$ cat config.mk
export PLATFORM = sky130hd
export DESIGN_NAME = poll_rsp_top
export DESIGN_NICKNAME = d
export VERILOG_FILES = /design/src/rtl/poll_rsp_pkg.sv /design/src/rtl/poll_rsp_strobe.sv /design/src/rtl/poll_rsp_fsm.sv /design/src/rtl/poll_rsp_out.sv /design/src/rtl/poll_rsp_top.sv
export SDC_FILE = /design/constraint.sdc
export NUM_CORES = 1
export LEC_CHECK = 0
export ABC_CLOCK_PERIOD_IN_PS = 1900
export BUFFER_PORTS_ARGS = -buffer_cell sky130_fd_sc_hd__buf_2
export CORE_MARGIN = 2
export CORE_UTILIZATION = 37
export DETAILED_ROUTE_END_ITERATION = 10
export PLACE_DENSITY = 0.82
export SLEW_MARGIN = 20
export SYNTH_ARGS = -nofsm -noshare
export SYNTH_HDL_FRONTEND = slang
export SYNTH_SLANG_ARGS = --single-unit
$ cat constraint.sdc
create_clock -name clk -period 1.9 [get_ports clk]
set_clock_uncertainty 0.05 [all_clocks]
set_input_delay 0.095 -clock clk [delete_from_list [all_inputs] [get_ports clk]]
set_output_delay 0.095 -clock clk [all_outputs]
set_load 0.01 [all_outputs]
$ cat src/rtl/poll_rsp_pkg.sv
package poll_rsp_pkg;

    typedef enum logic [1:0] {
        ST_READY     = 2'd0,
        ST_POLL_IDLE = 2'd1,
        ST_POLL_READ = 2'd2
    } poll_state_e;

endpackage

$ cat src/rtl/poll_rsp_strobe.sv
// Decodes the three active-low bus strobes into a read-access level
// and a request to drive the data bus.
module poll_rsp_strobe (
    input  logic cs_n,
    input  logic rd_en_n,
    input  logic wr_en_n,
    output logic rd_act,
    output logic drive_req
);

    always_comb begin
        rd_act    = ~cs_n & ~rd_en_n;
        drive_req = rd_act & wr_en_n;
    end

endmodule

$ cat src/rtl/poll_rsp_fsm.sv
// Tracks the programming period and counts read accesses for the toggle bit.
module poll_rsp_fsm
    import poll_rsp_pkg::*;
(
    input  logic        clk,
    input  logic        rst_n,
    input  logic        busy,
    input  logic        rd_act,
    output poll_state_e state_q,
    output logic        poll_mode_d,
    output logic        tog_shown_d
);

    poll_state_e state_d;
    logic        tog_q;
    logic        tog_d;
    logic        shown_q;
    logic        enter_read;
    logic        tog_base;

    // next-state logic
    always_comb begin
        state_d = state_q;
        unique case (state_q)
            ST_READY: begin
                if (busy) state_d = rd_act ? ST_POLL_READ : ST_POLL_IDLE;
            end
            ST_POLL_IDLE: begin
                if (!busy)       state_d = ST_READY;
                else if (rd_act) state_d = ST_POLL_READ;
            end
            ST_POLL_READ: begin
                if (!busy)        state_d = ST_READY;
                else if (!rd_act) state_d = ST_POLL_IDLE;
            end
            default: state_d = ST_READY;
        endcase
    end

    // state register
    always_ff @(posedge clk or negedge rst_n) begin
        if (!rst_n) state_q <= ST_READY;
        else        state_q <= state_d;
    end

    // toggle bookkeeping: each entry into ST_POLL_READ is one access
    always_comb begin
        enter_read  = (state_d == ST_POLL_READ) && (state_q != ST_POLL_READ);
        tog_base    = (state_q == ST_READY) ? 1'b0 : tog_q;
        tog_d       = enter_read ? ~tog_base : tog_base;
        tog_shown_d = enter_read ? tog_base
                    : ((state_q == ST_READY) ? 1'b0 : shown_q);
        poll_mode_d = (state_d != ST_READY);
    end

    // output-related registers
    always_ff @(posedge clk or negedge rst_n) begin
        if (!rst_n) begin
            tog_q   <= 1'b0;
            shown_q <= 1'b0;
        end else begin
            tog_q   <= tog_d;
            shown_q <= tog_shown_d;
        end
    end

endmodule

$ cat src/rtl/poll_rsp_out.sv
// Selects array data or status per bit and registers the bus outputs.
module poll_rsp_out #(
    parameter int DATA_W = 8
) (
    input  logic              clk,
    input  logic              rst_n,
    input  logic              drive_req,
    input  logic              poll_mode,
    input  logic              tog_bit,
    input  logic              addr_hit,
    input  logic              last_msb,
    input  logic [DATA_W-1:0] array_data,
    output logic [DATA_W-1:0] rd_data,
    output logic              drive_en
);

    localparam int POLL_BIT = DATA_W - 1;
    localparam int TOG_BIT  = DATA_W - 2;

    logic [DATA_W-1:0] pick;

    for (genvar b = 0; b < DATA_W; b++) begin : g_bit
        if (b == POLL_BIT) begin : g_poll
            assign pick[b] = (poll_mode && addr_hit) ? ~last_msb : array_data[b];
        end else if (b == TOG_BIT) begin : g_tog
            assign pick[b] = poll_mode ? tog_bit : array_data[b];
        end else begin : g_plain
            assign pick[b] = array_data[b];
        end
    end

    always_ff @(posedge clk or negedge rst_n) begin
        if (!rst_n) begin
            rd_data  <= '0;
            drive_en <= 1'b0;
        end else begin
            drive_en <= drive_req;
            rd_data  <= drive_req ? pick : '0;
        end
    end

endmodule

$ cat src/rtl/poll_rsp_top.sv
module poll_rsp_top
    import poll_rsp_pkg::*;
#(
    parameter int ADDR_W = 17,
    parameter int DATA_W = 8
) (
    input  logic              clk,
    input  logic              rst_n,
    input  logic              busy,
    input  logic [ADDR_W-1:0] wr_addr,
    input  logic [DATA_W-1:0] wr_byte,
    input  logic [ADDR_W-1:0] rd_addr,
    input  logic [DATA_W-1:0] mem_byte,
    input  logic              cs_n,
    input  logic              rd_en_n,
    input  logic              wr_en_n,
    output logic [DATA_W-1:0] rd_byte,
    output logic              bus_drive
);

    localparam int POLL_BIT = DATA_W - 1;

    logic        rd_act;
    logic        drive_req;
    poll_state_e state_q;
    logic        poll_mode_d;
    logic        tog_shown_d;
    logic        addr_hit;

    assign addr_hit = (rd_addr == wr_addr);

    poll_rsp_strobe u_strobe (
        .cs_n      (cs_n),
        .rd_en_n   (rd_en_n),
        .wr_en_n   (wr_en_n),
        .rd_act    (rd_act),
        .drive_req (drive_req)
    );

    poll_rsp_fsm u_fsm (
        .clk         (clk),
        .rst_n       (rst_n),
        .busy        (busy),
        .rd_act      (rd_act),
        .state_q     (state_q),
        .poll_mode_d (poll_mode_d),
        .tog_shown_d (tog_shown_d)
    );

    poll_rsp_out #(.DATA_W(DATA_W)) u_out (
        .clk        (clk),
        .rst_n      (rst_n),
        .drive_req  (drive_req),
        .poll_mode  (poll_mode_d),
        .tog_bit    (tog_shown_d),
        .addr_hit   (addr_hit),
        .last_msb   (wr_byte[POLL_BIT]),
        .array_data (mem_byte),
        .rd_data    (rd_byte),
        .drive_en   (bus_drive)
    );

endmodule

# --- Yosys cells after proc, flatten, opt, wreduce, memory -nomap -nowiden ---
# Index checks and enable logic that the tools add are counted.
# W data, S select, Z words.
classes:
  magnitude_cmp: 0
  n_reduce_logical: 4
  bitwise_logic: 6
  shifts: 0
  div_mod_pow: 0
  addsub: 0
  muxes: 14
  eq_ne: 5
  mul: 0
ops:
  columns: ["op", "n"]
  rows:
  - ["$eq A17 B17 Y1", 1]
  - ["$mux W2", 6]
  - ["$mux W8", 1]
  - ["$mux W1", 6]
  - ["$pmux W2 S3", 1]
  - ["$eq A2 B2 Y1 const B", 2]
  - ["$not A1 Y1", 4]
  - ["$and A1 B1 Y1", 2]
  - ["$eq A2 B1 Y1 const B", 1]
  - ["$logic_and A1 B1 Y1", 2]
  - ["$logic_not A2 Y1", 1]
  - ["$ne A2 B2 Y1 const B", 1]
  - ["$reduce_bool A2 Y1", 1]
totals:
  latch_bits: 0
  out_inout_bits: 9
  n_memories: 0
  register_bits: 13
  elab_cells: 34
  mem_bits_ro: 0
  in_bits: 56
  ramBits: 0

# --- Longest topological paths before layout ---
logic_depth:
  ltp_word: 10
  ltp_mapped: 5
  depth_no_buf: 5

# --- Modules after synthesis ---
# Synthesis repeated with hierarchy kept, for this count alone.
hier_totals:
  cells_unflattened: 62
  hier_area_um2: 680.7
by_module_without_submodules:
  columns: ["module", "seq_area_each_um2", "instances", "cells_per_inst", "area_per_inst_um2"]
  rows:
  - ["poll_rsp_out", 225.2, 1, 20, 294.0]
  - ["poll_rsp_top", 0.0, 1, 23, 190.2]
  - ["poll_rsp_fsm", 100.1, 1, 17, 180.2]
  - ["poll_rsp_strobe", 0.0, 1, 2, 16.3]

# --- Worst setup path after synthesis ---
# OpenSTA, ideal clock, no wires.
synth_path:
  kind: "register to register"
  startpoint: "register u_fsm.state_q[1]"
  endpoint: "register u_out.rd_data[6]"
  slack_ns: 0.621
  setup_ns: 0.071
  period_less_slack_ns: 1.279
  required_ns: 1.779
  path_stages_with_launch: 6
  n_path_buf: 0
  t_arrival_ns: 1.158
  path_cell_list: "dfrtp_1 nor4b_1 a22o_1 a22o_1 mux2i_1 nor2_1"
synth_via:
  elab_chain_cells: 8
  word_cells_on_any_way: 18
  classes_between: "4 x eq/ne; 11 x mux; 3 x reduce/logical"
synth_rtl:
  columns: ["item", "line", "rtl"]
  rows:
  - ["start: declaration", "poll_rsp_fsm.sv:9", "output poll_state_e state_q,"]
  - ["start signal: assignment", "poll_rsp_fsm.sv:43", "else state_q <= state_d;"]
  - ["$mux W2 (on tied branches)", "poll_rsp_fsm.sv:34, poll_rsp_fsm.sv:30", null]
  - ["$mux W2 (on tied branches)", "poll_rsp_fsm.sv:33, poll_rsp_fsm.sv:29", null]
  - ["$pmux W2 S3", "poll_rsp_fsm.sv:24", "unique case (state_q)"]
  - ["$eq A2 B2 Y1", "poll_rsp_fsm.sv:48", "enter_read = (state_d == ST_POLL_READ) && (state_q != ST_POLL_READ);"]
  - ["$logic_and A1 B1 Y1", "poll_rsp_fsm.sv:48", null]
  - ["$mux W1 (*)", "poll_rsp_fsm.sv:51", "tog_shown_d = enter_read ? tog_base"]
  - ["net tog_shown_d", "poll_rsp_top.sv:27", "logic tog_shown_d;"]
  - ["$mux W1 (*)", "poll_rsp_out.sv:26", "assign pick[b] = poll_mode ? tog_bit : array_data[b];"]
  - ["$mux W8 (*)", "poll_rsp_out.sv:38", "rd_data <= drive_req ? pick : '0;"]
  - ["end signal: assignment", "poll_rsp_out.sv:38", null]
  - ["end: declaration", "poll_rsp_out.sv:13", "output logic [DATA_W-1:0] rd_data,"]
# Mark *: on every way through the listed nets, which the timed path passes. The rest lies on a longest branch.

# --- Final worst setup path ---
layout_path:
  startpoint: "input port rd_en_n"
  endpoint: "register u_out.rd_data[6]"
layout_via:
  elab_chain_cells: 10
  word_cells_on_any_way: 16
  classes_between: "1 x eq/ne; 10 x mux; 3 x bitwise; 2 x reduce/logical"
layout_rtl:
  columns: ["item", "line", "rtl"]
  rows:
  - ["start: declaration", "poll_rsp_top.sv:15", "input logic rd_en_n,"]
  - ["$not A1 Y1 (*)", "poll_rsp_strobe.sv:12", "rd_act = ~cs_n & ~rd_en_n;"]
  - ["$and A1 B1 Y1 (*)", "poll_rsp_strobe.sv:12", null]
  - ["$mux W2 (on tied branches)", "poll_rsp_fsm.sv:34, poll_rsp_fsm.sv:26, poll_rsp_fsm.sv:30", null]
  - ["$mux W2 (on tied branches)", "poll_rsp_fsm.sv:33, poll_rsp_fsm.sv:26, poll_rsp_fsm.sv:29", null]
  - ["$pmux W2 S3 (*)", "poll_rsp_fsm.sv:24", null]
  - ["$eq A2 B2 Y1 (*)", "poll_rsp_fsm.sv:48", null]
  - ["$logic_and A1 B1 Y1 (*)", "poll_rsp_fsm.sv:48", null]
  - ["$mux W1 (*)", "poll_rsp_fsm.sv:51", null]
  - ["net tog_shown_d", "poll_rsp_top.sv:27", null]
  - ["$mux W1 (*)", "poll_rsp_out.sv:26", null]
  - ["$mux W8 (*)", "poll_rsp_out.sv:38", null]
# Marks and branches as above.

==> results.md <==
- Status: complete, no violations
- Mapped Area: 662 sq um
- Setup TNS: 0 ns
- Core Region: 1710 sq um
- Routability cong.: 0.649
- Synth Instances: 61
- Worst path slowest cell: dlygate4sd3_1
- Peak Freq: 0.589 GHz
- Final Slew Violations: 0
- CP max FO: 4
- Yosys cell types: 16
- Worst IR drop on VDD: 0.298 mV
- WL final: 1560 um
- Post-DP HPWL: 1310 um
- DR pass1 iterations: 5
- Static leakage: 0.000578 uW
- Sequence of cells on the critical path: dlygate4sd3_1 > buf_2 > or3b_1 > a22o_1 > a22o_1 > mux2i_1 > nor2_1
- Port bufs: 57
- CTS tree: built
- Clock Path Buffers: 2
- Initial drt markers: 7
- Total gr overflow: 0
- Cts repair resizes: 0
- HP Class: primary input to flip-flop
- Largest net degree at the start of global routing: 14
- PwrDens: 556 nW/um^2
- Crit path time final: 1.70 ns
- Tightest Pin Transition: 0.463 ns
- Post-synthesis register bit count: 13
- Critical Path AT: 1.81 ns
- Clk_lat worst skew: 0.27 ns
- Post-Syn Nets: 117
- CP endpoint kind: flip-flop
- Final period utilization: 89.4%
- Post-synthesis sequential area ratio: 49.1%
- Number of global-route vias before repair: 629
- Number of CTS-inserted buffers: 3
- Antenna fix cells: 0
- Hold bufs inserted after CTS: 5
- Total Power: 587 uW
- RSZ-0062 raised after global routing: false
- CTS clock-pin slew for the worst setup and hold paths: 0.08 ns
- Number of top-level pins: 65
- Die Height: 46.3 um
- CP max stage delay: 0.53 ns
- CP Class: primary input to flip-flop
- Mean post-synth cell area: 10.9 sq um
- Vias after detailed routing: 685
- Post-route DRC: 0
- Final hold vios: 0
- Yosys warns: 0
- Rel. slew slack: 69.0%
- Worst path most repeated cell: a22o_1
- P&R area growth vs syn: 59.4%
- Setup violations, final: 0
- Nets: 184
- Fill count: 153
- Starting Density: 38.8%
- Layout cell share with drive strength beyond 1: 47.2%
- Die Footprint: 2140 sq um
- Post-CTS Setup Bufs: 0
- Vias per cell: 4.51
- Critical Path Source Type: primary input
- Antenna Nets Post-Route: 0
- Initial antenna violation count: 0
- First-pass GRT wire length: 2410 um
- Cell row count: 15
- Root buf cell: clkbuf_4
- Die W: 46.3 um
- Worst endpoint required time: 2.01 ns
- Num Clock Sinks: 13
- GRT Util Overall: 16.0%
- Maxcap violations: 0
- WL per Instance: 10.2 um
- CTS H-Tree Depth: 1
## routing by layer
layer / routed length, um / track usage, % / vias up
met5: 0 / 0 / -
met4: 25 / 8.57 / 0
met3: 156 / 2.75 / 4
met2: 791 / 29.2 / 50
met1: 582 / 17.1 / 287
li1: - / - / 344
## cell families after synthesis
logic type,synth area share [%]
simple gates,20.4
compound gates,5.86
flops,49.1
mux,1.51
buf+inv,0.567
xor+xnor,22.5
## cell usage in the layout, fill, tap and decap left out, drive strengths merged
cell | netlist | layout
or3b | 1 | 1
and3 | 7 | 7
dfrtp | 13 | 13
nor4b | 1 | 1
mux2i | 1 | 1
a21o | 1 | 1
a22o | 3 | 3
clkbuf | 0 | 4
inv | 1 | 1
nor2 | 3 | 3
xor2 | 1 | 1
nand4 | 4 | 4
and2 | 1 | 1
dlygate4sd3 | 0 | 5
buf | 0 | 57
a21oi | 1 | 1
nor3 | 4 | 4
xnor2 | 16 | 16
nand2 | 3 | 3
## cells in the mapped netlist
cell | n | area [sq um]
a21o_1 | 1 | 7.51
a21oi_1 | 1 | 5.00
a22o_1 | 3 | 26.3
and2_1 | 1 | 6.26
and3_1 | 7 | 43.8
dfrtp_1 | 13 | 325
inv_1 | 1 | 3.75
mux2i_1 | 1 | 10.0
nand2_1 | 3 | 11.3
nand4_1 | 4 | 25.0
nor2_1 | 3 | 11.3
nor3_1 | 4 | 20.0
nor4b_1 | 1 | 8.76
or3b_1 | 1 | 8.76
xnor2_1 | 16 | 140
xor2_1 | 1 | 8.76
## stage by stage
step | area, sq um | utilization [%] | std cells | setup slack (ns) | hold WS, ns
after floorplan | 662 | - | 61 | 0.621 | -0.251
after global placement | 978 | 57.3 | 143 | 0.512 | -0.0637
after detailed placement | 978 | 57.3 | 143 | 0.469 | -0.0564
after CTS | 1050 | 61.8 | 152 | 0.194 | 0.00222
after global routing | 1050 | 61.8 | 152 | 0.148 | 0.00753
final | 1050 | 61.8 | 152 | 0.201 | 0.00709
## critical path: cells and delay by family
kind | cells | cell delay [ns]
buffers and inverters | 2 | 0.67
AOI/OAI and AO/OA | 2 | 0.46
and+or+nand+nor | 2 | 0.45
muxes | 1 | 0.14
## layout make-up
type / count / area [sq um] / area share (%)
multi-input cells: 47 / 333 / 31.6
flip-flops and latches: 13 / 325 / 30.8
well taps: 25 / 31.3 / 2.97
inverters: 1 / 3.75 / 0.356
clock buffers: 4 / 26.3 / 2.49
repair buffers: 62 / 335 / 31.8
## sequential cells by signal, summed over array words and instances, names as in the netlist
name            count
u_out.drive_en      1
u_fsm.shown_q       1
u_out.rd_data       8
u_fsm.state_q       2
u_fsm.tog_q         1
## worst paths after layout
| kind | startpoint | endpoint | slack, ns | depth (start not counted) |
|---|---|---|---|---|
| hold / removal | mem_byte[2] | u_out.rd_data[2] | 0.007 | 2 |
| max in group asynchronous | rst_n | u_out.rd_data[7] | 1.39 | 2 |
| min in group asynchronous | rst_n | u_fsm.tog_q | 0.18 | 2 |
| setup reg to reg | u_fsm.state_q[1] | u_out.rd_data[6] | 0.45 | 5 |
| setup / recovery | rd_en_n | u_out.rd_data[6] | 0.20 | 7 |
| hold reg to reg | u_fsm.tog_q | u_fsm.tog_q | 0.49 | 1 |
## power by group
group	total, uW	leakage (uW)	internal (uW)	switching, uW
Sequential	290	0.000176	285	5.01
Combinational	131	0.000387	78.4	52.2
Clock	166	0.0000150	81.2	84.4
Total	587	0.000578	445	142
Power figures use the tool's default switching activity.
